===== config.mk =====
export PLATFORM = sky130hd
export DESIGN_NAME = mw_host
export DESIGN_NICKNAME = d
export VERILOG_FILES = /design/src/rtl/mw_pkg.sv /design/src/rtl/mw_sk_gen.sv /design/src/rtl/mw_cycle_timer.sv /design/src/rtl/mw_host.sv
export SDC_FILE = /design/constraint.sdc
export NUM_CORES = 1
export LEC_CHECK = 0
export BUFFER_PORTS_ARGS = -buffer_cell sky130_fd_sc_hd__buf_4
export CORE_MARGIN = 3
export CORE_UTILIZATION = 59
export CTS_CLUSTER_DIAMETER = 100
export DETAILED_ROUTE_END_ITERATION = 16
export PLACE_DENSITY = 0.88
export RECOVER_POWER = 50
export SLEW_MARGIN = 20
export SYNTH_ARGS = -nofsm -noshare
export SYNTH_HDL_FRONTEND = slang
export SYNTH_SLANG_ARGS = --single-unit

===== constraint.sdc =====
create_clock -name clk -period 2.6 [get_ports clk]
set_clock_uncertainty 0.1 [all_clocks]
set_input_delay 0.26 -clock clk [delete_from_list [all_inputs] [get_ports clk]]
set_output_delay 0.26 -clock clk [all_outputs]
set_load 0.01 [all_outputs]

===== src/rtl/mw_pkg.sv =====
package mw_pkg;

    typedef enum logic [2:0] {
        OP_READ      = 3'd0,
        OP_WRITE     = 3'd1,
        OP_ERASE     = 3'd2,
        OP_EN        = 3'd3,
        OP_DIS       = 3'd4,
        OP_ERASE_ALL = 3'd5,
        OP_WRITE_ALL = 3'd6
    } mw_op_e;

    typedef enum logic [1:0] {
        ST_IDLE,
        ST_SHIFT,
        ST_CSLOW,
        ST_POLL
    } mw_state_e;

    localparam int HDR_W   = 9;
    localparam int WORD_W  = 16;
    localparam int FRAME_W = HDR_W + WORD_W;
    localparam int RISE_W  = 5;

    typedef struct packed {
        logic [FRAME_W-1:0] bits;
        logic [RISE_W-1:0]  rises;
        logic               is_read;
        logic               is_prog;
    } mw_frame_t;

    function automatic mw_frame_t build_frame(logic [2:0] op, logic [5:0] a,
                                              logic [WORD_W-1:0] d);
        mw_frame_t          f;
        logic [HDR_W-1:0]   hdr;
        logic [WORD_W-1:0]  tail;
        f    = '0;
        tail = '0;
        f.rises = RISE_W'(HDR_W);
        case (mw_op_e'(op))
            OP_READ: begin
                hdr = {3'b110, a};
                f.rises = RISE_W'(HDR_W + WORD_W + 1);
                f.is_read = 1'b1;
            end
            OP_WRITE: begin
                hdr = {3'b101, a};
                tail = d;
                f.rises = RISE_W'(FRAME_W);
                f.is_prog = 1'b1;
            end
            OP_ERASE: begin
                hdr = {3'b111, a};
                f.is_prog = 1'b1;
            end
            OP_EN:        hdr = 9'b100_110000;
            OP_ERASE_ALL: begin
                hdr = 9'b100_100000;
                f.is_prog = 1'b1;
            end
            OP_WRITE_ALL: begin
                hdr = 9'b100_010000;
                tail = d;
                f.rises = RISE_W'(FRAME_W);
                f.is_prog = 1'b1;
            end
            default:      hdr = 9'b100_000000;
        endcase
        f.bits = {hdr, tail};
        return f;
    endfunction

endpackage


===== src/rtl/mw_sk_gen.sv =====
module mw_sk_gen #(
    parameter int HALF_DIV = 63
) (
    input  logic clk,
    input  logic rst,
    input  logic en,
    output logic sk,
    output logic rise,
    output logic fall
);
    localparam int CW = $clog2(HALF_DIV + 1);

    logic [CW-1:0] cnt;
    logic          tick;

    assign tick = en && (cnt == CW'(HALF_DIV - 1));
    assign rise = tick && !sk;
    assign fall = tick && sk;

    always_ff @(posedge clk) begin
        if (rst || !en) begin
            cnt <= '0;
            sk  <= 1'b0;
        end else if (tick) begin
            cnt <= '0;
            sk  <= ~sk;
        end else begin
            cnt <= cnt + 1'b1;
        end
    end


    sk_parked_chk: assert property (@(posedge clk) disable iff (rst)
        !en |=> !sk);

endmodule


===== src/rtl/mw_cycle_timer.sv =====
module mw_cycle_timer #(
    parameter int LIMIT = 32
) (
    input  logic clk,
    input  logic rst,
    input  logic run,
    output logic last
);
    localparam int CW = $clog2(LIMIT + 1);

    logic [CW-1:0] cnt;

    assign last = run && (cnt == CW'(LIMIT - 1));

    always_ff @(posedge clk) begin
        if (rst || !run) cnt <= '0;
        else if (!last)  cnt <= cnt + 1'b1;
    end

endmodule


===== src/rtl/mw_host.sv =====
module mw_host
    import mw_pkg::*;
#(
    parameter int HALF_DIV    = 63,
    parameter int CSLOW_CYC   = 32,
    parameter int TIMEOUT_CYC = 1250000
) (
    input  logic        clk,
    input  logic        rst,
    input  logic        req_valid,
    output logic        req_ready,
    input  logic [2:0]  req_op,
    input  logic [5:0]  req_addr,
    input  logic [15:0] req_wdata,
    output logic        rsp_done,
    output logic        rsp_err,
    output logic [15:0] rsp_rdata,
    output logic        ser_sel,
    output logic        ser_clk,
    output logic        ser_out,
    input  logic        ser_in
);
    localparam int PH_W      = $clog2(HALF_DIV + 1);
    localparam int DUMMY_IDX = HDR_W + 1;

    mw_state_e         state;
    mw_frame_t         frm, new_frm;
    logic [RISE_W-1:0] rise_cnt;
    logic              sk_rise, sk_fall, cslow_last, poll_last;

    assign new_frm   = build_frame(req_op, req_addr, req_wdata);
    assign req_ready = (state == ST_IDLE);

    mw_sk_gen #(.HALF_DIV(HALF_DIV)) u_sk (
        .clk(clk), .rst(rst), .en(state == ST_SHIFT),
        .sk(ser_clk), .rise(sk_rise), .fall(sk_fall)
    );

    mw_cycle_timer #(.LIMIT(CSLOW_CYC)) u_cslow (
        .clk(clk), .rst(rst), .run(state == ST_CSLOW), .last(cslow_last)
    );

    mw_cycle_timer #(.LIMIT(TIMEOUT_CYC)) u_poll (
        .clk(clk), .rst(rst), .run(state == ST_POLL), .last(poll_last)
    );

    always_ff @(posedge clk) begin
        if (rst) begin
            state     <= ST_IDLE;
            frm       <= '0;
            rise_cnt  <= '0;
            rsp_rdata <= '0;
            rsp_done  <= 1'b0;
            rsp_err   <= 1'b0;
            ser_sel   <= 1'b0;
            ser_out   <= 1'b0;
        end else begin
            rsp_done <= 1'b0;
            rsp_err  <= 1'b0;
            case (state)
                ST_IDLE: if (req_valid) begin
                    frm      <= new_frm;
                    ser_out  <= new_frm.bits[FRAME_W-1];
                    ser_sel  <= 1'b1;
                    rise_cnt <= '0;
                    state    <= ST_SHIFT;
                end
                ST_SHIFT: begin
                    if (sk_rise) begin
                        rise_cnt <= rise_cnt + 1'b1;
                        if (frm.is_read && rise_cnt >= RISE_W'(DUMMY_IDX))
                            rsp_rdata <= {rsp_rdata[14:0], ser_in};
                    end
                    if (sk_fall) begin
                        if (rise_cnt == frm.rises) begin
                            ser_out  <= 1'b0;
                            ser_sel  <= 1'b0;
                            rsp_done <= !frm.is_prog;
                            state    <= frm.is_prog ? ST_CSLOW : ST_IDLE;
                        end else begin
                            frm.bits <= frm.bits << 1;
                            ser_out  <= frm.bits[FRAME_W-2];
                        end
                    end
                end
                ST_CSLOW: if (cslow_last) begin
                    ser_sel <= 1'b1;
                    state   <= ST_POLL;
                end
                ST_POLL: if (ser_in || poll_last) begin
                    ser_sel  <= 1'b0;
                    rsp_done <= 1'b1;
                    rsp_err  <= !ser_in;
                    state    <= ST_IDLE;
                end
                default: state <= ST_IDLE;
            endcase
        end
    end

    // Phase-length checker: cycles since the serial clock or select last changed.
    logic            sk_prev, sel_prev;
    logic [PH_W-1:0] phase_cnt;

    always_ff @(posedge clk) begin
        if (rst) begin
            sk_prev   <= 1'b0;
            sel_prev  <= 1'b0;
            phase_cnt <= '0;
        end else begin
            sk_prev  <= ser_clk;
            sel_prev <= ser_sel;
            if (ser_clk != sk_prev || (ser_sel && !sel_prev))
                phase_cnt <= PH_W'(1);
            else if (phase_cnt < PH_W'(HALF_DIV))
                phase_cnt <= phase_cnt + 1'b1;
        end
    end


    sk_phase_chk: assert property (@(posedge clk) disable iff (rst)
        (ser_clk != sk_prev) |-> (phase_cnt >= PH_W'(HALF_DIV)));


    di_steady_high_chk: assert property (@(posedge clk) disable iff (rst)
        (ser_clk && $past(ser_clk)) |-> $stable(ser_out));


    idle_quiet_chk: assert property (@(posedge clk) disable iff (rst)
        req_ready |-> (!ser_sel && !ser_clk));


    accept_chk: assert property (@(posedge clk) disable iff (rst)
        (req_valid && req_ready) |=> (ser_sel && !req_ready));


    sel_drop_low_chk: assert property (@(posedge clk) disable iff (rst)
        $fell(ser_sel) |-> !ser_clk);


    done_pulse_chk: assert property (@(posedge clk) disable iff (rst)
        rsp_done |=> !rsp_done);


    err_with_done_chk: assert property (@(posedge clk) disable iff (rst)
        rsp_err |-> rsp_done);

endmodule


==> summary.md, run 1 <==
| Metric | Value |
|---|---|
| Status | `completed` |
| Total grt overflow | `0` |
| First-pass GRT wire length | `~16 mm` |
| Asr flop ratio synth | `0%` |
| Sequential element share of the synthesized area | `about two fifths` |
| I/O pin cnt | `51` |
| Vias in the first global route | `3704` |
| DRC | `0` |
| Post-layout min period | `approximately 2300 ps` |
| Dpl hpwl | `~6.8 mm` |
| Initial Util | `between 60% and 70%` |
| Final worst slack | `around 340 ps` |
| H-Tree Depth | `3` |
| Die Width | `between 90 and 100 um` |
| Final hold violations | `0` |
| Slowest stage cell, crit path | `nor4_2` |
| Core ar. | `0.00741 mm2` |
| Port-buffer cells | `50` |
| Slew Limit Headroom | `between 50% and 60%` |
| Pwr Density | `approximately 510 mW/mm2` |
| Layout cells sized above 1 | `~15%` |
| Worst Tran Pin Value | `a little under 700 ps` |
| Hold_ws | `around 170 ps` |
| Area overhead of the layout relative to synthesis | `10.8%` |
| Crit start category | `flip-flop` |
| Max Cap Viol | `0` |
| Final layout net count | `roughly 600` |
| Worst path max stage delay | `about 570 ps` |
| Global Route Usage Sum | `~23%` |
| Synth Flop Type | `dfxtp_1` |
| Setup WS pre-CTS | `348 ps` |
| Initial antenna violation count | `0` |
| Clk root buf | `clkbuf_8` |
| Max Slew Vio Count | `0` |
| Crit path buf inv count | `0` |
| Fmax | `0.442 GHz` |
| Critical path class | `reg -> reg` |
| CP cell instances | `or4b_4, nor4_2, a21oi_2, a221o_1` |
| Top cells by area, synth | `dfxtp_1, nand2_1, mux2_2, mux2i_1, a21oi_1` |
| Row cnt | `31` |
| Fin crit share | `between 80 and 90%` |
| WHS Endpoint | `frm[6]` |
| Vias per std cell | `around 6` |
| Final setup violating endpoints | `0` |
| Post-Syn Nets | `564` |
| Arr. time, crit path | `between 2000 and 2500 ps` |
| Clock Latency Late Sink | `350 ps` |
| CTS Buf Count | `9` |
| Share of the synthesized area in the top cell type | `between 30% and 40%` |
| ANT cells | `0` |
| Worst min-delay path category | `in -> reg` |
| GPL Wtd Cong | `about 0.83` |
| CTS Buffer Depth | `2` |
| Clock Sinks | `91` |
| Setup_tns | `0 ps` |
| Non-Filler Instances | `around 670` |
| Pin count of the biggest net entering global routing | `33` |
| Reg2Reg Capture Point | `state[0]` |
| CP Capture Type | `flip-flop` |
| Routed WL | `9.43 mm` |
| CP top delay family | `simple AND/OR/NAND/NOR gates` |
| Reg-to-reg critical path startpoint | `u_poll.cnt[4]` |
| Die footprint | `between 0.008 and 0.009 mm2` |
| Number of instances in the placed design | `650` |
| Routed WL per cell | `roughly 14 um` |
| CP Data Required Time | `about 2700 ps` |
| Leading area contributor after synthesis | `dfxtp_1` |
| Worst Hold Depth | `2` |
| Cells after Synth | `approximately 530` |
| Flop2flop setup slack | `~340 ps` |
| CTS clk-pin slew, worst paths | `approximately 90 ps` |
| Post-synth EDFFs | `0` |
| Synthesized area | `0.00458 mm2` |
| Initial drt markers | `between 200 and 250` |
| Syn avg cell area | `between 8 and 9 um2` |
| Ys Warns | `0` |
| Worst vdd ir | `~0.00035 V` |
| Antenna-violating nets left | `0` |
| DR vias | `3908` |
| 1st-pass router iterations | `5` |
| Die Y-Extent | `around 94 um` |
| Hold_sp | `rst` |
| RSZ-0062 raised after global routing | `false` |
| Max FO, Critical Path | `8` |
| Flop and latch count out of synthesis | `91` |
| R2R depth | `4` |
| Setup bufs post-CTS | `0` |
| Pwr Total | `2.57 mW` |
| CTS tree | `done` |
| Leakage | `between 1.5 and 2 nW` |
| Synth cell types | `57` |
## worst max-delay path by stage
stage | startpoint | cells after the start | to
2_1_floorplan | u_sk.cnt[0] | 9 | frm[22]
3_3_place_gp | u_sk.cnt[0] | 7 | frm[19]
3_5_place_dp | u_sk.cnt[0] | 7 | frm[26]
4_1_cts | u_sk.cnt[0] | 7 | frm[26]
5_1_grt | u_sk.cnt[0] | 7 | frm[11]
6_report | u_poll.cnt[4] | 4 | state[0]
## registers in the layout, indices dropped and copies added, names as in the netlist, named ones only
name / count
rsp_done: 1
u_sk.cnt: 6
ser_out: 1
rsp_rdata: 16
u_cslow.cnt: 6
frm: 30
u_poll.cnt: 21
rise_cnt: 5
u_sk.sk: 1
rsp_err: 1
state: 1
ser_sel: 1
## synth_stat cells (4+ instances only)
cell	n
dfxtp_1	91
nand2_1	73
a21oi_1	36
nor2_1	34
nor2b_1	25
clkbuf_1	24
mux2_2	21
mux2i_1	21
a211o_1	17
nand3_1	15
xor2_1	15
nand4_1	13
o21ai_0	13
nor3_1	11
buf_2	9
inv_1	9
or4_1	9
or3_1	8
xnor2_1	7
and3_1	6
ha_1	6
a21boi_0	4
a31oi_1	4
o31ai_1	4
or2_2	4
## cell usage in the layout (no fill, tap or decap), types with 17 or more instances in the layout
cell | netlist | routed
nand2_1 | 73 | 73
nor2_1 | 34 | 34
nor2b_1 | 25 | 24
mux2i_1 | 21 | 21
a211o_1 | 17 | 17
buf_4 | 1 | 36
dfxtp_1 | 91 | 91
a21oi_1 | 36 | 36
clkbuf_1 | 24 | 24
mux2_2 | 21 | 21
## per-stage QoR
stage	cell area (um2)	util, %
after global routing	5080	68.6
after floorplan	4580	-
after global placement	4990	67.4
after CTS	5180	70.0
final	5080	68.6
after detailed placement	4990	67.4
## kinds of logic after synthesis
kind of cell | Yosys count | synth area share (%)
AO/OA/AOI/OAI | 99 | 14.5
multiplexers | 42 | 9.75
AND/OR/NAND/NOR | 221 | 25.7
flip-flops | 91 | 39.7
XOR/XNOR | 22 | 4.20
adder cells (fa/ha/maj) | 6 | 1.64
buffers and inverters | 48 | 4.42
## area by class of cell
class / count / area [um2]
multi-input combinational: 390 / 2550
fill: 620 / 2330
sequential: 91 / 1820
timing repair buffer: 61 / 370
clock buffer: 10 / 138
tap: 99 / 124
clock inverter: 5 / 40.0
inverter: 10 / 37.5
## report_power, final
part | leakage, nW | switching, mW | total [mW] | internal (mW)
logic | 0.976 | 0.155 | 0.269 | 0.115
registers | 0.735 | 0.0243 | 1.44 | 1.42
clock network | 0.0806 | 0.492 | 0.863 | 0.371
## per-layer routing
metal	global-route usage (%)	share of wire (%)	vias up
li1	-	-	1943
met1	27.5	44	1834
met2	38.8	48	114
met3	5.45	5.8	17
met4	7.70	1.8	0
met5	0	0	-
## repair_timing
action	CTS	global route
resized for setup	0	0
hold buffers	1	0
endpoints found under the hold margin	1	0
## worst reg2reg max path, cell delays in order (launching register included)
cell     delay [ps]
dfxtp_1         390
or4b_4          570
nor4_2          570
a21oi_2         170
a221o_1         360
Power figures use the tool's default switching activity.
==> inputs of run 2 (changes only) <==
Settings changed: ABC_AREA set to 1, SYNTH_HIERARCHICAL set to 1.
==> summary.md, run 2 <==
| Metric | Value |
|---|---|
| Slew Limit Headroom | `62.3% (+7.5 points)` |
| Crit-path most repeated cell | `nand3_1` |
| R2R depth | `10 (+6)` |
| Setup WS pre-CTS | `255 ps (-93.4 ps)` |
| CP Data Required Time | `2760 ps (+20 ps)` |
| Vias per std cell | `5.36 (-8.6%)` |
| Clk root buf | `clkbuf_8` |
| Area overhead of the layout relative to synthesis | `10.0%` |
| Die footprint | `0.00935 mm2 (+5.5%)` |
| Initial Util | `61.8% (about the same)` |
| Met2 wire len | `5.66 mm (+25%)` |
| Fin crit share | `89.6% (+2.7 points)` |
| Met1 Routed Length | `4.69 mm (+12%)` |
| Port-buffer cells | `50 (unchanged)` |
| Most common cell after layout, fill and taps aside | `nand2_1` |
| Slowest stage cell, crit path | `dfxtp_1` |
| CTS clk-pin slew, worst paths | `90 ps (about the same)` |
| Most frequent cells in the layout | `nand2_1, nor2_1, dfxtp_1` |
| Initial drt markers | `296 (+20%)` |
| Final worst slack | `270 ps (-70.3 ps)` |
| CTS Buffer Depth | `2 (unchanged)` |
| Dpl hpwl | `7.96 mm (+18%)` |
| Top cells by area, synth | `dfxtp_1, nand2_1, nor2_1, nand3_1, a21oi_1` |
| Vias in the first global route | `4236 (+14%)` |
| Post-synth EDFFs | `0 (unchanged)` |
| Hold_sp | `rst` |
| CP cell instances | `ha_1, nand3_1, nor2_2, nand3_2, nor4_1, nor3_1, nor3_2, nand3_1, nand3_1, nand2_1` |
| Arr. time, crit path | `2490 ps (+90 ps)` |
| Die Width | `96.7 um (+2.7%)` |
| Leading area contributor after synthesis | `dfxtp_1` |
| WHS Endpoint | `frm[5]` |
| Ys Warns | `6 (+6)` |
| RSZ-0062 raised after global routing | `false` |
| Worst Hold Depth | `2 (unchanged)` |
| CTS tree | `done` |
| Routed WL | `10.9 mm (+16%)` |
| Asr flop ratio synth | `0% (unchanged)` |
| Sequential element share of the synthesized area | `37.6% (-2.2 points)` |
| Setup_tns | `0 ps (unchanged)` |
| Critical path class | `reg -> reg` |
| DR vias | `4576 (+17%)` |
| Clock Sinks | `91 (unchanged)` |
| Synth cell types | `40 (-30%)` |
| Total grt overflow | `0 (unchanged)` |
| Most common cell in the netlist | `nand2_1` |
| Flop and latch count out of synthesis | `91 (unchanged)` |
| Clock Latency Late Sink | `370 ps (+20 ps)` |
| Pin count of the biggest net entering global routing | `38 (+15%)` |
| ANT cells | `0 (unchanged)` |
| Max FFs per register | `30 (unchanged)` |
| Post-Syn Nets | `739 (+31%)` |
| Row cnt | `32 (+3.2%)` |
| Pwr Density | `590 mW/mm2 (+16%)` |
| Final hold violations | `0 (unchanged)` |
| Largest register by flop count | `frm` |
| Synth top cells by count | `nand2_1, nor2_1, dfxtp_1` |
| DRC | `0 (unchanged)` |
| Layout cells sized above 1 | `12.6% (-2.5 points)` |
| Post-layout min period | `2330 ps (+70.3 ps)` |
| Post-DP Area | `0.00526 mm2 (+5.3%)` |
| Final setup violating endpoints | `0 (unchanged)` |
| Utilization after layout | `68.0% (-0.55 points)` |
| Fmax | `0.429 GHz (-3.0%)` |
| Cells after Synth | `700 (+32%)` |
| CP Capture Type | `flip-flop` |
| Core ar. | `0.00785 mm2 (+5.9%)` |
| Worst path max stage delay | `380 ps (-190 ps)` |
| Leakage | `2.15 nW (+20%)` |
| CTS Buf Count | `9 (unchanged)` |
| Synth Flop Type | `dfxtp_1` |
| 1st-pass router iterations | `5 (unchanged)` |
| Final instance area | `0.00534 mm2 (+5.1%)` |
| Global Route Usage Sum | `22.8% (+0.24 points)` |
| Worst min-delay path category | `in -> reg` |
| I/O pin cnt | `51 (unchanged)` |
| Status | `completed` |
| Final layout net count | `785 (+31%)` |
| Flop2flop setup slack | `270 ps (-70 ps)` |
| Synthesized area | `0.00485 mm2 (+5.8%)` |
| Hold_ws | `64.7 ps (-105 ps)` |
| Worst vdd ir | `0.000417 V (+19%)` |
| Initial antenna violation count | `0 (unchanged)` |
| H-Tree Depth | `3 (unchanged)` |
| First-pass GRT wire length | `18.2 mm (+11%)` |
| Max Used Layer | `met4` |
| Routed wl met3 | `405 um (-26%)` |
| Worst Tran Pin Value | `566 ps (-110 ps)` |
| Share of the synthesized area in the top cell type | `37.6% (-2.2 points)` |
| Max Slew Vio Count | `0 (unchanged)` |
| Max FO, Critical Path | `6 (-2)` |
| Antenna-violating nets left | `0 (unchanged)` |
| Crit start category | `flip-flop` |
| Routed WL per cell | `12.8 um (-9.8%)` |
| Max Cap Viol | `0 (unchanged)` |
| GPL Wtd Cong | `0.917 (+9.9%)` |
| Reg-to-reg critical path startpoint | `u_poll/cnt[0]` |
| Die Y-Extent | `96.7 um (+2.7%)` |
| Top Registers | `frm x30, u_poll/cnt x21, rsp_rdata x16` |
| Syn avg cell area | `6.93 um2 (-20%)` |
## run 2: routing by layer
layer,track usage [%],vias up
li1,-,2347
met1,26.2,2128
met2,42.5,85
met3,3.97,16
met4,7.56,0
met5,0,-
## run 2: worst max-delay path: cells and delay by family (launching register included)
family / cells / cell delay, ps
flip-flops: 1 / 380
AND/OR/NAND/NOR: 9 / 1500
adder cells (fa/ha/maj): 1 / 240
## run 2: area by class of cell
| cell class | instances | area, um2 |
|---|---|---|
| Multi-Input combinational cell | 521 | 2590 |
| Sequential cell | 91 | 1820 |
| Inverter | 65 | 245 |
| Clock inverter | 6 | 65.1 |
| Fill cell | 728 | 2510 |
| Clock buffer | 10 | 128 |
| Timing Repair Buffer | 58 | 362 |
| Tap cell | 102 | 128 |
## run 2: how the worst max path moves through the flow
| stage | from | end | slack [ps] | cells past startpoint |
|---|---|---|---|---|
| 6_report | u_poll/cnt[0] | flip-flop | 270 | 10 |
| 5_1_grt | u_poll/cnt[1] | flip-flop | 50 | 10 |
| 4_1_cts | flip-flop | flip-flop | 210 | 11 |
| 3_5_place_dp | flip-flop | flip-flop | 250 | 11 |
| 3_3_place_gp | flip-flop | ser_sel | 440 | 11 |
| 2_1_floorplan | state[0] | ser_sel | 550 | 12 |
## run 2: what timing repair did
item / in CTS / in global routing
setup endpoints to repair: 0 / 2
hold endpoints to repair: 1 / 0
resized for setup: 0 / 1
hold buffers: 1 / 0
setup buffers: 0 / 0
## run 2: cells by family (layout without fill, tap and decap cells)
family                     after synthesis  after routing  share of synthesized area (%)
adders and majority gates               10             10                           2.58
DFF                                     91             91                           37.6
xor gates and xnor gates                 6              6                           1.08
buffers and inverters                   88            139                           8.36
and+or+nand+nor                        398            398                           38.2
AOI/OAI and AO/OA                      107            107                           12.2
## run 2: where the power goes
part / switching, mW / internal (mW) / leakage (nW)
combinational: 0.407 / 0.237 / 1.32
sequential: 0.0529 / 1.49 / 0.740
clock: 0.514 / 0.447 / 0.0966
total: 0.974 / 2.17 / 2.15
## run 2: per-stage QoR
| step | std cells | total power [mW] |
|---|---|---|
| after floorplan | 700 | 2.09 |
| after global placement | 836 | 2.20 |
| after detailed placement | 836 | 2.23 |
| after CTS | 853 | 3.18 |
| after global routing | 853 | 3.31 |
| final | 853 | 3.15 |
==> inputs of run 3 (changes only) <==
Settings changed: GPL_ROUTABILITY_DRIVEN set to 0, RECOVER_POWER 50 to 100.
==> summary.md, run 3 (synthesis gave the netlist of run 2 again) <==
| Metric | Value |
|---|---|
| Sw frac | `30.7% (-0.23 points)` |
| Die Y-Extent | `96.7 um (unchanged)` |
| H-Tree Depth | `3 (unchanged)` |
| CP Data Required Time | `2760 ps (about the same)` |
| Routed WL | `10.9 mm (about the same)` |
| Vias in the first global route | `4486 (+5.9%)` |
| CTS clk-pin slew, worst paths | `100 ps (about the same)` |
| Row cnt | `32 (unchanged)` |
| Clock Latency Late Sink | `360 ps (about the same)` |
| Multi-input gate area | `0.00256 mm2 (-0.87%)` |
| Max FFs per register | `30 (unchanged)` |
| Storage cell area | `0.00182 mm2 (unchanged)` |
| Clk root buf | `clkbuf_8` |
| Max Slew Vio Count | `0 (unchanged)` |
| Switching Power | `979 uW (+0.60%)` |
| Setup WS pre-CTS | `253 ps (-1.83 ps)` |
| Reg-to-reg critical path startpoint | `u_poll/cnt[0]` |
| Vias per std cell | `5.40 (+0.74%)` |
| RSZ-0062 raised after global routing | `false` |
| Worst min-delay path category | `in -> reg` |
| Layout cells sized above 1 | `11.9% (-0.80 points)` |
| Utilization after layout | `67.9% (about the same)` |
| DR vias | `4610 (+0.74%)` |
| Initial drt markers | `227 (-23%)` |
| Logic gate share of total power | `20.1% (-0.3 points)` |
| Worst Tran Pin Value | `492 ps (-74.1 ps)` |
| Fill cells | `724 (-0.55%)` |
| CTS Buf Count | `9 (unchanged)` |
| Routed WL per cell | `12.8 um (about the same)` |
| Initial antenna violation count | `0 (unchanged)` |
| Status | `completed` |
| First-pass GRT wire length | `18.9 mm (+4.1%)` |
| ANT cells | `0 (unchanged)` |
| Flop pwr share | `48.5% (-0.5 points)` |
| Fin crit share | `87.6% (-2.0 points)` |
| Antenna-violating nets left | `0 (unchanged)` |
| Global Route Usage Sum | `23.6% (+0.81 points)` |
| Total grt overflow | `0 (unchanged)` |
| Post-layout min period | `2280 ps (-51.9 ps)` |
| CTS tree | `done` |
| Initial Util | `61.8% (unchanged)` |
| Max FO, Critical Path | `6 (unchanged)` |
| Final worst slack | `322 ps (+51.9 ps)` |
| I/O pin cnt | `51 (unchanged)` |
| Port-buffer cells | `50 (unchanged)` |
| Die Width | `96.7 um (unchanged)` |
| Clock Sinks | `91 (unchanged)` |
| Final layout net count | `785 (unchanged)` |
| R2R depth | `10 (unchanged)` |
| Most frequent cells in the layout | `nand2_1, nor2_1, dfxtp_1` |
| Fmax | `0.439 GHz (+2.3%)` |
| Pwr Density | `598 mW/mm2 (+1.4%)` |
| Crit start category | `flip-flop` |
| CTS Buffer Depth | `2 (unchanged)` |
| Dpl hpwl | `8.00 mm (+0.43%)` |
| Arr. time, crit path | `2440 ps (-50 ps)` |
| P_int | `2.21 mW (+1.7%)` |
| Setup_tns | `0 ps (unchanged)` |
| Hold_sp | `rst` |
| Largest register by flop count | `frm` |
| Final setup violating endpoints | `0 (unchanged)` |
| Most common cell after layout, fill and taps aside | `nand2_1` |
| CP Capture Type | `flip-flop` |
| Worst Hold Depth | `2 (unchanged)` |
| Slew Limit Headroom | `67.2% (+4.9 points)` |
| Pin count of the biggest net entering global routing | `29 (-24%)` |
| Max Cap Viol | `0 (unchanged)` |
| Setup crit start | `u_poll/cnt[0]` |
| Critical path class | `reg -> reg` |
| DRC | `0 (unchanged)` |
| Core ar. | `0.00785 mm2 (unchanged)` |
| Top Registers | `frm x30, u_poll/cnt x21, rsp_rdata x16` |
| Die footprint | `0.00935 mm2 (unchanged)` |
| Leakage | `2.17 nW (+0.85%)` |
| Final hold violations | `0 (unchanged)` |
| Clock share of power | `31.5% (+1.0 points)` |
| Worst vdd ir | `0.000351 V (-16%)` |
| 1st-pass router iterations | `5 (unchanged)` |
| Area overhead of the layout relative to synthesis | `9.90% (about the same)` |
## run 3: through the flow
step           power (mW)  cells  hold WS [ps]  instance area (um2)
2_1_floorplan        2.09    700           239                 4850
3_3_place_gp         2.19    836           350                 5260
3_5_place_dp         2.23    836           366                 5260
4_1_cts              3.22    853          72.1                 5480
5_1_grt              3.36    853          81.5                 5330
6_report             3.19    853          77.3                 5330
## run 3: what timing repair did
| action | CTS | global route |
|---|---|---|
| setup endpoints to repair | 0 | 2 |
| setup buffers | 0 | 0 |
| resized for setup | 0 | 1 |
| hold buffers | 1 | 0 |
| endpoints found under the hold margin | 1 | 0 |
## run 3: critical path, cell delays in order, from the launching register on
cell and delay [ps]:
dfxtp_1 370, ha_1 240, nand3_1 200, nor2_1 230, nand3_2 110, nor4_1 260
nor3_1 110, nor3_2 260, nand3_1 140, nand2_1 110, nor2_1 50
## run 3: power groups by stage
stage / Sequential (mW) / Combinational [mW] / Clock (mW)
final: 1.55 / 0.641 / 1.00
after CTS: 1.55 / 0.658 / 1.02
after detailed placement: 1.58 / 0.650 / 0
after global routing: 1.56 / 0.726 / 1.08
after floorplan: 1.57 / 0.525 / 0
after global placement: 1.57 / 0.620 / 0
## run 3: layer usage
metal | up-vias | share of wire (%) | GRT usage, %
met5 | - | 0 | 0
met4 | 0 | 1.8 | 9.07
met3 | 21 | 4.4 | 4.76
met2 | 109 | 51 | 42.9
met1 | 2143 | 42 | 27.1
li1 | 2337 | - | -
## run 3: worst paths after layout
path	to	slack (ps)
worst max-delay path	state[0]	320
worst min-delay path	frm[5]	80
worst max register to register	state[0]	320
worst min register to register	ser_out	370
## run 3: cell type report
class / count / area share [%]
repair buffers: 58 / 6.83
clock inverters: 6 / 1.31
inverters: 65 / 4.60
clock buffers: 10 / 2.58
flip-flops and latches: 91 / 34.2
multi-input cells: 521 / 48.1
well taps: 102 / 2.39
